--- config.mk ---
export PLATFORM = sky130hd
export DESIGN_NAME = dma_chan_engine
export DESIGN_NICKNAME = d
export VERILOG_FILES = /design/src/rtl/dma_chan_pkg.sv /design/src/rtl/dma_addr_step.sv /design/src/rtl/dma_req_detect.sv /design/src/rtl/dma_chan_engine.sv
export SDC_FILE = /design/constraint.sdc
export NUM_CORES = 1
export LEC_CHECK = 0
export BUFFER_PORTS_ARGS = -buffer_cell sky130_fd_sc_hd__buf_4
export CAP_MARGIN = 5
export CORE_MARGIN = 2
export CORE_UTILIZATION = 52
export CTS_CLUSTER_SIZE = 24
export DETAILED_ROUTE_END_ITERATION = 6
export PLACE_DENSITY = 0.87
export SLEW_MARGIN = 5
export SYNTH_ARGS = -nofsm -noshare
export SYNTH_HDL_FRONTEND = slang
export SYNTH_SLANG_ARGS = --single-unit
--- constraint.sdc ---
create_clock -name clk -period 3.1 [get_ports clk]
set_input_delay 0.465 -clock clk [delete_from_list [all_inputs] [get_ports clk]]
set_output_delay 0.465 -clock clk [all_outputs]
set_load 0.02 [all_outputs]
--- src/rtl/dma_chan_pkg.sv ---
package dma_chan_pkg;
    localparam int CNT_W     = 20;
    localparam int REQ_LINES = 8;

    // control word bit positions
    localparam int C_SIZE_LO = 20;
    localparam int C_NORLD   = 22;
    localparam int C_HWTRIG  = 23;
    localparam int C_SEL_LO  = 24;
    localparam int C_WHOLE   = 27;
    localparam int C_INTEN   = 29;
    localparam int C_HSHAKE  = 31;
    localparam int S_BUSY    = 20;

    // register offsets
    localparam logic [5:0] O_SRC  = 6'h00;
    localparam logic [5:0] O_SCTL = 6'h04;
    localparam logic [5:0] O_DST  = 6'h08;
    localparam logic [5:0] O_DCTL = 6'h0C;
    localparam logic [5:0] O_CTRL = 6'h10;
    localparam logic [5:0] O_STAT = 6'h14;
    localparam logic [5:0] O_TRIG = 6'h20;
    localparam logic [5:0] O_RSEL = 6'h24;

    typedef enum logic [1:0] {
        XS_IDLE  = 2'd0,
        XS_READ  = 2'd1,
        XS_WRITE = 2'd2
    } xfer_st_e;
endpackage

--- src/rtl/dma_addr_step.sv ---
module dma_addr_step #(
    parameter int AW = 32
) (
    input  logic [AW-1:0] addr_i,
    input  logic [1:0]    size_i,
    input  logic          fixed_i,
    output logic [AW-1:0] next_o
);
    logic [AW-1:0] step;

    always_comb begin
        if (fixed_i) begin
            step = '0;
        end else begin
            case (size_i)
                2'd0:    step = AW'(1);
                2'd1:    step = AW'(2);
                default: step = AW'(4);
            endcase
        end
        next_o = addr_i + step;
    end
endmodule

--- src/rtl/dma_req_detect.sv ---
module dma_req_detect
    import dma_chan_pkg::*;
(
    input  logic                 clk,
    input  logic                 rst_n,
    input  logic [REQ_LINES-1:0] req_i,
    input  logic [2:0]           sel_i,
    input  logic                 edge_i,
    output logic                 fire_o
);
    logic [REQ_LINES-1:0] prev_d, prev_q;

    always_comb begin
        prev_d = req_i;
        if (edge_i) fire_o = req_i[sel_i] & ~prev_q[sel_i];
        else        fire_o = req_i[sel_i];
    end

    always_ff @(posedge clk) begin
        if (!rst_n) prev_q <= '0;
        else        prev_q <= prev_d;
    end
endmodule

--- src/rtl/dma_chan_engine.sv ---
module dma_chan_engine
    import dma_chan_pkg::*;
#(
    parameter int AW = 32,
    parameter int DW = 32
) (
    input  logic                 clk,
    input  logic                 rst_n,
    input  logic                 reg_en,
    input  logic                 reg_we,
    input  logic [5:0]           reg_addr,
    input  logic [31:0]          reg_wdata,
    output logic [31:0]          reg_rdata,
    input  logic [REQ_LINES-1:0] hw_req,
    output logic                 mem_req,
    output logic                 mem_we,
    output logic [AW-1:0]        mem_addr,
    output logic [1:0]           mem_size,
    output logic [DW-1:0]        mem_wdata,
    input  logic                 mem_ack,
    input  logic [DW-1:0]        mem_rdata,
    output logic                 irq
);
    localparam int NSIDE = 2;

    typedef struct packed {
        logic [AW-1:0]    src;
        logic [AW-1:0]    dst;
        logic [AW-1:0]    cur_src;
        logic [AW-1:0]    cur_dst;
        logic [1:0]       src_ctl;
        logic [2:0]       dst_ctl;
        logic [31:0]      ctrl;
        logic [CNT_W-1:0] cnt;
        logic [3:0]       rsel;
        logic             on;
        logic             busy;
        xfer_st_e         st;
        logic [DW-1:0]    dbuf;
        logic             irq;
    } regs_t;

    regs_t q, n;

    logic             cfg_wr, trig_wr, arm, sw_trig, on_after, hw_fire, trig;
    logic [CNT_W-1:0] eff_cnt, cnt_m1;
    logic [2:0]       req_sel;
    logic [AW-1:0]    side_addr  [NSIDE];
    logic             side_fixed [NSIDE];
    logic [AW-1:0]    side_next  [NSIDE];

    assign side_addr[0]  = q.cur_src;
    assign side_addr[1]  = q.cur_dst;
    assign side_fixed[0] = q.src_ctl[0];
    assign side_fixed[1] = q.dst_ctl[0];

    for (genvar g = 0; g < NSIDE; g++) begin : g_side
        dma_addr_step #(.AW(AW)) u_step (
            .addr_i  (side_addr[g]),
            .size_i  (q.ctrl[C_SIZE_LO+1:C_SIZE_LO]),
            .fixed_i (side_fixed[g]),
            .next_o  (side_next[g])
        );
    end

    assign req_sel = q.rsel[0] ? q.rsel[3:1] : q.ctrl[C_SEL_LO+2:C_SEL_LO];

    dma_req_detect u_req (
        .clk    (clk),
        .rst_n  (rst_n),
        .req_i  (hw_req),
        .sel_i  (req_sel),
        .edge_i (q.ctrl[C_HSHAKE]),
        .fire_o (hw_fire)
    );

    always_comb begin
        n       = q;
        n.irq   = 1'b0;
        cfg_wr  = reg_en && reg_we && !q.busy;
        trig_wr = reg_en && reg_we && (reg_addr == O_TRIG);
        arm     = trig_wr && reg_wdata[1] && !reg_wdata[2] && !q.on;
        sw_trig = trig_wr && reg_wdata[0];
        on_after = trig_wr ? (reg_wdata[1] && !reg_wdata[2]) : q.on;
        eff_cnt = arm ? q.ctrl[CNT_W-1:0] : q.cnt;
        cnt_m1  = q.cnt - 1'b1;
        trig    = q.ctrl[C_HWTRIG] ? hw_fire : sw_trig;

        if (cfg_wr) begin
            case (reg_addr)
                O_SRC:  n.src     = reg_wdata[AW-1:0];
                O_SCTL: n.src_ctl = reg_wdata[1:0];
                O_DST:  n.dst     = reg_wdata[AW-1:0];
                O_DCTL: n.dst_ctl = reg_wdata[2:0];
                O_CTRL: n.ctrl    = reg_wdata;
                O_RSEL: n.rsel    = reg_wdata[3:0];
                default: ;
            endcase
        end

        case (q.st)
            XS_READ: begin
                if (mem_ack) begin
                    n.dbuf = mem_rdata;
                    n.st   = XS_WRITE;
                end
            end
            XS_WRITE: begin
                if (mem_ack) begin
                    n.cnt     = cnt_m1;
                    n.cur_src = side_next[0];
                    n.cur_dst = side_next[1];
                    if (cnt_m1 == '0) begin
                        n.irq  = q.ctrl[C_INTEN];
                        n.busy = 1'b0;
                        n.st   = XS_IDLE;
                        if (q.ctrl[C_NORLD]) begin
                            n.on = 1'b0;
                        end else begin
                            n.cur_src = q.src;
                            n.cur_dst = q.dst;
                            n.cnt     = q.ctrl[CNT_W-1:0];
                        end
                    end else if (q.ctrl[C_WHOLE]) begin
                        n.st = XS_READ;
                    end else begin
                        n.busy = 1'b0;
                        n.st   = XS_IDLE;
                    end
                end
            end
            default: ;
        endcase

        if (trig_wr) begin
            n.on = on_after;
            if (!on_after) begin
                n.busy = 1'b0;
                n.st   = XS_IDLE;
            end
            if (arm) begin
                n.cur_src = q.src;
                n.cur_dst = q.dst;
                n.cnt     = q.ctrl[CNT_W-1:0];
            end
        end

        if (on_after && !q.busy && trig && (eff_cnt != '0)) begin
            n.busy = 1'b1;
            n.st   = XS_READ;
        end
    end

    always_ff @(posedge clk) begin
        if (!rst_n) q <= '0;
        else        q <= n;
    end

    always_comb begin
        case (reg_addr)
            O_SRC:   reg_rdata = 32'(q.src);
            O_SCTL:  reg_rdata = {30'd0, q.src_ctl};
            O_DST:   reg_rdata = 32'(q.dst);
            O_DCTL:  reg_rdata = {29'd0, q.dst_ctl};
            O_CTRL:  reg_rdata = q.ctrl;
            O_STAT:  reg_rdata = {11'd0, q.busy, q.cnt};
            O_TRIG:  reg_rdata = {30'd0, q.on, 1'b0};
            O_RSEL:  reg_rdata = {28'd0, q.rsel};
            default: reg_rdata = '0;
        endcase
    end

    assign mem_req   = (q.st != XS_IDLE);
    assign mem_we    = (q.st == XS_WRITE);
    assign mem_addr  = (q.st == XS_WRITE) ? q.cur_dst : q.cur_src;
    assign mem_size  = q.ctrl[C_SIZE_LO+1:C_SIZE_LO];
    assign mem_wdata = q.dbuf;
    assign irq       = q.irq;

    // a busy channel is always switched on
    a_r6_busy_on: assert property (@(posedge clk) disable iff (!rst_n)
        q.busy |-> q.on);

    // memory traffic only inside a busy transfer
    a_r4_req_busy: assert property (@(posedge clk) disable iff (!rst_n)
        mem_req |-> q.busy);

    // an open access holds until acknowledged unless stopped
    a_r13_hold: assert property (@(posedge clk) disable iff (!rst_n)
        (mem_req && !mem_ack && !trig_wr) |=>
            (mem_req && $stable(mem_addr) && $stable(mem_we)));

    // stop ends everything on the next cycle
    a_r10_stop: assert property (@(posedge clk) disable iff (!rst_n)
        (trig_wr && reg_wdata[2]) |=> (!q.on && !q.busy && !mem_req));

    // interrupt after a no-reload terminal count finds the channel off
    a_r8_tc_off: assert property (@(posedge clk) disable iff (!rst_n)
        (irq && q.ctrl[C_NORLD] && !$past(trig_wr)) |-> !q.on);

    // the interrupt is a single-cycle pulse
    a_r8_pulse: assert property (@(posedge clk) disable iff (!rst_n)
        irq |=> !irq);

    // configuration is frozen while busy
    a_r11_frozen: assert property (@(posedge clk) disable iff (!rst_n)
        q.busy |=> ($stable(q.src) && $stable(q.dst) && $stable(q.ctrl)));
endmodule

==> impl_metrics.json, run 1 <==
{
  "status": "finished with violations",
  "violations": "DRC, setup timing",
  "yosysUniqueCellTypes": 77,
  "diodes": 0,
  "wl_per_cell_um": 22.3,
  "synth-seq-area-share_pct": 37.5,
  "grt_max_degree": 73,
  "first_pass_iters": 7,
  "intPower_uw": 5220,
  "ir_drop_mv": 0.351,
  "fp.dieH_um": 159,
  "final_antenna_net_count": 0,
  "io_pins": 184,
  "dp_hpwl_um": 33400,
  "arrival_ns": 3.59,
  "fillers": 1858,
  "clock.fmax_mhz": 318,
  "ys_ff_latch": 234,
  "syn_to_final_growth_pct": 28.2,
  "hold_viol": 0,
  "ys.flop_type": "dfxtp_1",
  "maxCapViolations": 0,
  "cts_max_level": 1,
  "swShare_pct": 21.7,
  "root_buffer": "clkbuf_16",
  "cts_tree": "done",
  "clk_pin_slew_ns": 0.06,
  "clk_path_buf_depth": 3,
  "pre_cts_slack_ns": -0.0438,
  "crit_path_top_delay_cell": "or4_4",
  "die_width_um": 159,
  "antenna_found_initial": 1,
  "layout.nets": 1926,
  "netSwitchingPower_uw": 1440,
  "dieArea_um2": 25300,
  "drc": 2,
  "hold_class": "primary input to flop",
  "final_cell_mix": "369 x nand2_1, 304 x buf_4, 229 x dfxtp_1",
  "synthAdderAreaFrac_pct": 1.42,
  "crit_type": "flop to flop",
  "fp-row-count": 56,
  "async_reset_ff_share_pct": 0,
  "finClkSkew_ns": 0.00913,
  "overflow": 0,
  "grt_pass1_vias": 13000,
  "synthXorXnorAreaFrac_pct": 1.75,
  "synth_top_family_by_area": "simple AND/OR/NAND/NOR gates",
  "seqPwrFrac_pct": 45.3,
  "syn-mean-instance-area_um2": 7.67,
  "yosys.area_share.simple_pct": 24.6,
  "worstPathCellList": "or4_4, or3_4, or3_4, xor2_4, buf_4, nand4_4, clkbuf_16, nor3_1, or4_1, a21oi_1",
  "relSlewSlack_pct": 24.2,
  "crit_path_start_kind": "flop",
  "final_common_cell": "nand2_1",
  "syn_inst": 1628,
  "core_um2": 23500,
  "cts_sinks": 234,
  "critPathCaptureType": "flop",
  "routed_wl_um": 48400,
  "finalCoreUtilization_pct": 68.0,
  "leakagePower_uw": 0.00619,
  "synthMuxAreaShare_pct": 5.61,
  "power_uw": 6660,
  "synth_compound_area_share_pct": 22.8,
  "fin_crit_sh_pct": 101,
  "hold_buffers": 0,
  "initial_core_util_pct": 53.0,
  "portBuffers": 183,
  "worstPathRequired_ns": 3.55,
  "drt_iter0_markers": 2050,
  "ys_warn_count": 0,
  "grt_setup_unrepaired": "true",
  "clockPowerShare_pct": 51.1,
  "cts_made_buffers": 26,
  "cp_max_fo": 13,
  "synth_area_um2": 12500,
  "path_delay_family": "simple AND/OR/NAND/NOR gates",
  "globalplace.congestion": 1.03,
  "synth_nets": 1724,
  "globalRouteTotalUtil_pct": 35.2,
  "clkLatencyLatePin_ns": 0.53,
  "drive_above_1_share_pct": 26.1,
  "slowest_delay_ns": 0.52,
  "vias": 14100,
  "fin_crit_ns": 3.14,
  "crit_buf_inv": 2,
  "viasPerCell": 6.49,
  "critPathMostFrequentCell": "or3_4",
  "synth-edff-count": 0,
  "setup_violations": 5,
  "p_comb_share_pct": 3.6,
  "power.density_nw_per_um2": 417,
  "setup_ws_ns": -0.0433,
  "grt_pass1_wl_um": 71900,
  "worst_slew_pin_slew_ns": 1.14,
  "slew_violations": 0
}
[timing repair]
item / in CTS / in global routing
endpoints found under the hold margin: 0 / 0
cloned: 0 / 4
pin swaps: 5 / 23
setup endpoints to repair: 8 / 76
gates resized for setup: 5 / 78
buffers inserted: 0 / 25
[state kept, by name, indices dropped and copies added, names as in the netlist]
register / count
mem_size: 2
q: 191
mem_wdata: 32
u_req.prev_q: 8
irq: 1
[synth_stat cells (17+ instances only)]
cell        n  area, um2
a211oi_1   20        150
a21oi_1   207       1040
a22o_1     17        149
a22oi_1    21        158
and3_1     22        138
buf_4      35        263
clkbuf_1   91        342
dfxtp_1   234       4680
inv_1      17       63.8
mux2_2     32        360
mux2i_1    25        250
nand2_1   371       1390
nand3_1    48        240
nor2_1     80        300
nor3_1     31        155
o21ai_0    80        400
or3_1      18        113
[power groups by stage]
stage | Clock (uW) | Combinational [uW] | Sequential, uW
floorplan | 0 | 88.2 | 3090
global placement | 0 | 227 | 3090
detailed placement | 0 | 230 | 3090
CTS | 3390 | 232 | 3020
global route | 3520 | 254 | 3020
finish | 3400 | 240 | 3020
[through the flow]
step | hold WS (ns) | instance area [um2] | setup TNS [ns] | cells
floorplan | 0.436 | 12500 | 0 | 1628
detailed placement | 0.447 | 14500 | -0.0611 | 2093
finish | 0.141 | 16000 | -0.0945 | 2168
global route | 0.153 | 16000 | -3.32 | 2168
global placement | 0.441 | 14500 | 0 | 2093
CTS | 0.138 | 15500 | 0 | 2140
[area by class of cell]
type	count	area (um2)	area share [%]
multi-input cells	1228	7290	45.6
flip-flops and latches	234	4690	29.3
repair buffers	323	2610	16.3
clock buffers	34	742	4.64
well taps	319	399	2.49
clock inverters	13	201	1.26
inverters	17	66.3	0.414
[logic make-up (layout without fill, tap and decap cells)]
family,count (synthesis),count (layout)
AO/OA/AOI/OAI,458,458
XOR/XNOR,25,25
adder cells (fa/ha/maj),13,13
buffers and inverters,166,387
flip-flops,234,234
multiplexers,61,61
AND/OR/NAND/NOR,671,671
[routing by layer]
metal | track usage [%] | routed length (um)
met1 | 47.6 | 18100
met3 | 7.97 | 6710
met2 | 55.4 | 21100
met5 | 0 | 13
met4 | 13.0 | 2480
[worst paths after layout]
path | startpoint | end | slack [ns] | depth (start not counted)
max | q[54] | q[127] | -0.04 | 10
min reg2reg | q[91] | q[91] | 0.46 | 2
max reg2reg | q[54] | q[127] | -0.04 | 10
min | hw_req[1] | u_req.prev_q[1] | 0.14 | 2
Power figures use the tool's default switching activity.
==> inputs of run 2 (changes only) <==
--- a/config.mk
+++ b/config.mk
@@ -8,10 +8,10 @@
 export BUFFER_PORTS_ARGS = -buffer_cell sky130_fd_sc_hd__buf_4
 export CAP_MARGIN = 5
 export CORE_MARGIN = 2
-export CORE_UTILIZATION = 52
+export CORE_UTILIZATION = 44
 export CTS_CLUSTER_SIZE = 24
 export DETAILED_ROUTE_END_ITERATION = 6
-export PLACE_DENSITY = 0.87
+export PLACE_DENSITY = 0.64
 export SLEW_MARGIN = 5
 export SYNTH_ARGS = -nofsm -noshare
 export SYNTH_HDL_FRONTEND = slang
==> impl_metrics.json, run 2 (synthesis gave the netlist of run 1 again) <==
{
  "status": "finished with violations",
  "violations": "setup timing",
  "globalRouteTotalUtil_pct": 31.6,
  "die_width_um": 172,
  "critPathMostFrequentCell": "or3_4",
  "rr_endpoint": "q[116]",
  "clock.fmax_mhz": 320,
  "drc": 0,
  "initial_core_util_pct": 44.8,
  "fin_crit_sh_pct": 101,
  "cts_made_buffers": 26,
  "largest_register_ffs": 191,
  "hold_class": "primary input to flop",
  "clk_path_buf_depth": 3,
  "worstHoldStart": "hw_req[4]",
  "final_antenna_net_count": 0,
  "grt_pass1_wl_um": 72100,
  "cts_tree": "done",
  "netSwitchingPower_uw": 1460,
  "crit_path_start_kind": "flop",
  "dp_cells": 2169,
  "relSlewSlack_pct": 27.8,
  "maxCapViolations": 0,
  "reg2reg_slack_ns": -0.02,
  "globalplace.congestion": 0.949,
  "hold_viol": 0,
  "r2r_cells": 10,
  "antenna_found_initial": 1,
  "dieArea_um2": 29700,
  "crit_path_top_delay_cell": "or4_4",
  "final_common_cell": "nand2_1",
  "routed_wl_um": 49100,
  "io_pins": 184,
  "worstPathCellList": "or4_4, or3_4, or3_4, xor2_2, buf_4, and4_4, o21ai_4, buf_12, nor2_2, nor4_1",
  "cts_max_level": 1,
  "drive_above_1_share_pct": 25.7,
  "fin_cells": 2229,
  "final_cell_mix": "370 x nand2_1, 312 x buf_4, 229 x dfxtp_1",
  "vias": 13400,
  "crit_buf_inv": 2,
  "critPathCaptureType": "flop",
  "final-seq-area_um2": 4690,
  "power.density_nw_per_um2": 410,
  "cp-startpoint": "q[54]",
  "layout.nets": 1927,
  "arrival_ns": 3.55,
  "min_delay_path_depth": 2,
  "portBuffers": 183,
  "clkLatencyLatePin_ns": 0.54,
  "p_comb_share_pct": 3.7,
  "wl_per_cell_um": 22.0,
  "min_to": "u_req.prev_q[4]",
  "seqPwrFrac_pct": 46.2,
  "overflow": 0,
  "power_uw": 6540,
  "first_pass_iters": 5,
  "fp.dieH_um": 172,
  "crit_type": "flop to flop",
  "syn_to_final_growth_pct": 27.7,
  "grt_pass1_vias": 12100,
  "core_um2": 27900,
  "setup_violations": 1,
  "clk_pin_slew_ns": 0.06,
  "fp-row-count": 61,
  "regMostFlops": "q",
  "worst_slew_pin_slew_ns": 1.08,
  "slew_violations": 0,
  "root_buffer": "clkbuf_16",
  "swShare_pct": 22.4,
  "dp_hpwl_um": 34800,
  "cts_sinks": 234,
  "slowest_delay_ns": 0.55,
  "worstPathRequired_ns": 3.52,
  "grt_max_degree": 84,
  "fillers": 2624,
  "path_delay_family": "simple AND/OR/NAND/NOR gates",
  "fin_crit_ns": 3.12,
  "grt_setup_unrepaired": "true",
  "hold_buffers": 0,
  "intPower_uw": 5070,
  "multi_input_area_um2": 7250,
  "reg2reg_from": "q[54]",
  "leakagePower_uw": 0.00614,
  "finClkSkew_ns": 0.0106,
  "drt_iter0_markers": 1429,
  "clockPowerShare_pct": 50.0,
  "cp_max_fo": 28,
  "ir_drop_mv": 0.311,
  "viasPerCell": 6.02,
  "setup_ws_ns": -0.0244
}
-- run 2: metrics by stage --
| stage | hold slack [ns] | TNS, ns | util [%] | setup WS [ns] | instance area [um2] |
|---|---|---|---|---|---|
| floorplan | 0.436 | 0 | - | 0.0500 | 12500 |
| global placement | 0.443 | -0.00434 | 52.8 | -0.00332 | 14700 |
| detailed placement | 0.447 | -1.35 | 52.8 | -0.119 | 14700 |
| CTS | 0.130 | 0 | 56.2 | 0.00697 | 15600 |
| global route | 0.133 | -1.06 | 57.2 | -0.108 | 15900 |
| finish | 0.136 | -0.0244 | 57.2 | -0.0244 | 15900 |
-- run 2: worst max-delay path by stage --
stage	end	slack, ns	depth (start not counted)
floorplan	q[101]	0.05	11
global placement	q[112]	-0.003	11
detailed placement	q[104]	-0.12	12
CTS	q[125]	0.007	10
global route	q[125]	-0.11	12
finish	q[116]	-0.02	10
-- run 2: final cells by class --
class                      count  area share [%]
clock inverter                12           0.864
multi-input combinational   1228            45.5
antenna                        1          0.0157
tap                          378            2.97
inverter                      17           0.416
clock buffer                  35            4.74
timing repair buffer         324            16.0
sequential                   234            29.4
-- run 2: per-layer routing --
layer	up-vias	routed length (um)	global-route usage [%]	part of all wire (%)
met2	802	21000	46.2	43
met1	6340	20800	46.2	42
li1	6179	-	-	-
met3	95	5970	7.30	12
met4	0	1370	9.21	2.8
met5	-	0	0	0
-- run 2: power groups by stage --
stage / registers, uW / clock network (uW) / logic (uW)
2_1_floorplan: 3090 / 0 / 88.2
6_report: 3020 / 3270 / 244
4_1_cts: 3020 / 3300 / 239
5_1_grt: 3020 / 3410 / 261
3_5_place_dp: 3090 / 0 / 238
3_3_place_gp: 3090 / 0 / 237
-- run 2: worst register-to-register path, cell delays in order (launching register included) --
cell     delay, ns
dfxtp_2       0.32
or4_4         0.55
or3_4         0.36
or3_4         0.40
xor2_2        0.16
buf_4         0.15
and4_4        0.23
o21ai_4       0.24
buf_12        0.23
nor2_2        0.06
nor4_1        0.33
-- run 2: what timing repair did --
| action | 4_1_cts | 5_1_grt |
|---|---|---|
| pin swaps | 1 | 19 |
| gates cloned | 0 | 2 |
| gates resized for setup | 7 | 57 |
| buffers inserted | 2 | 8 |
| setup endpoints to repair | 35 | 84 |
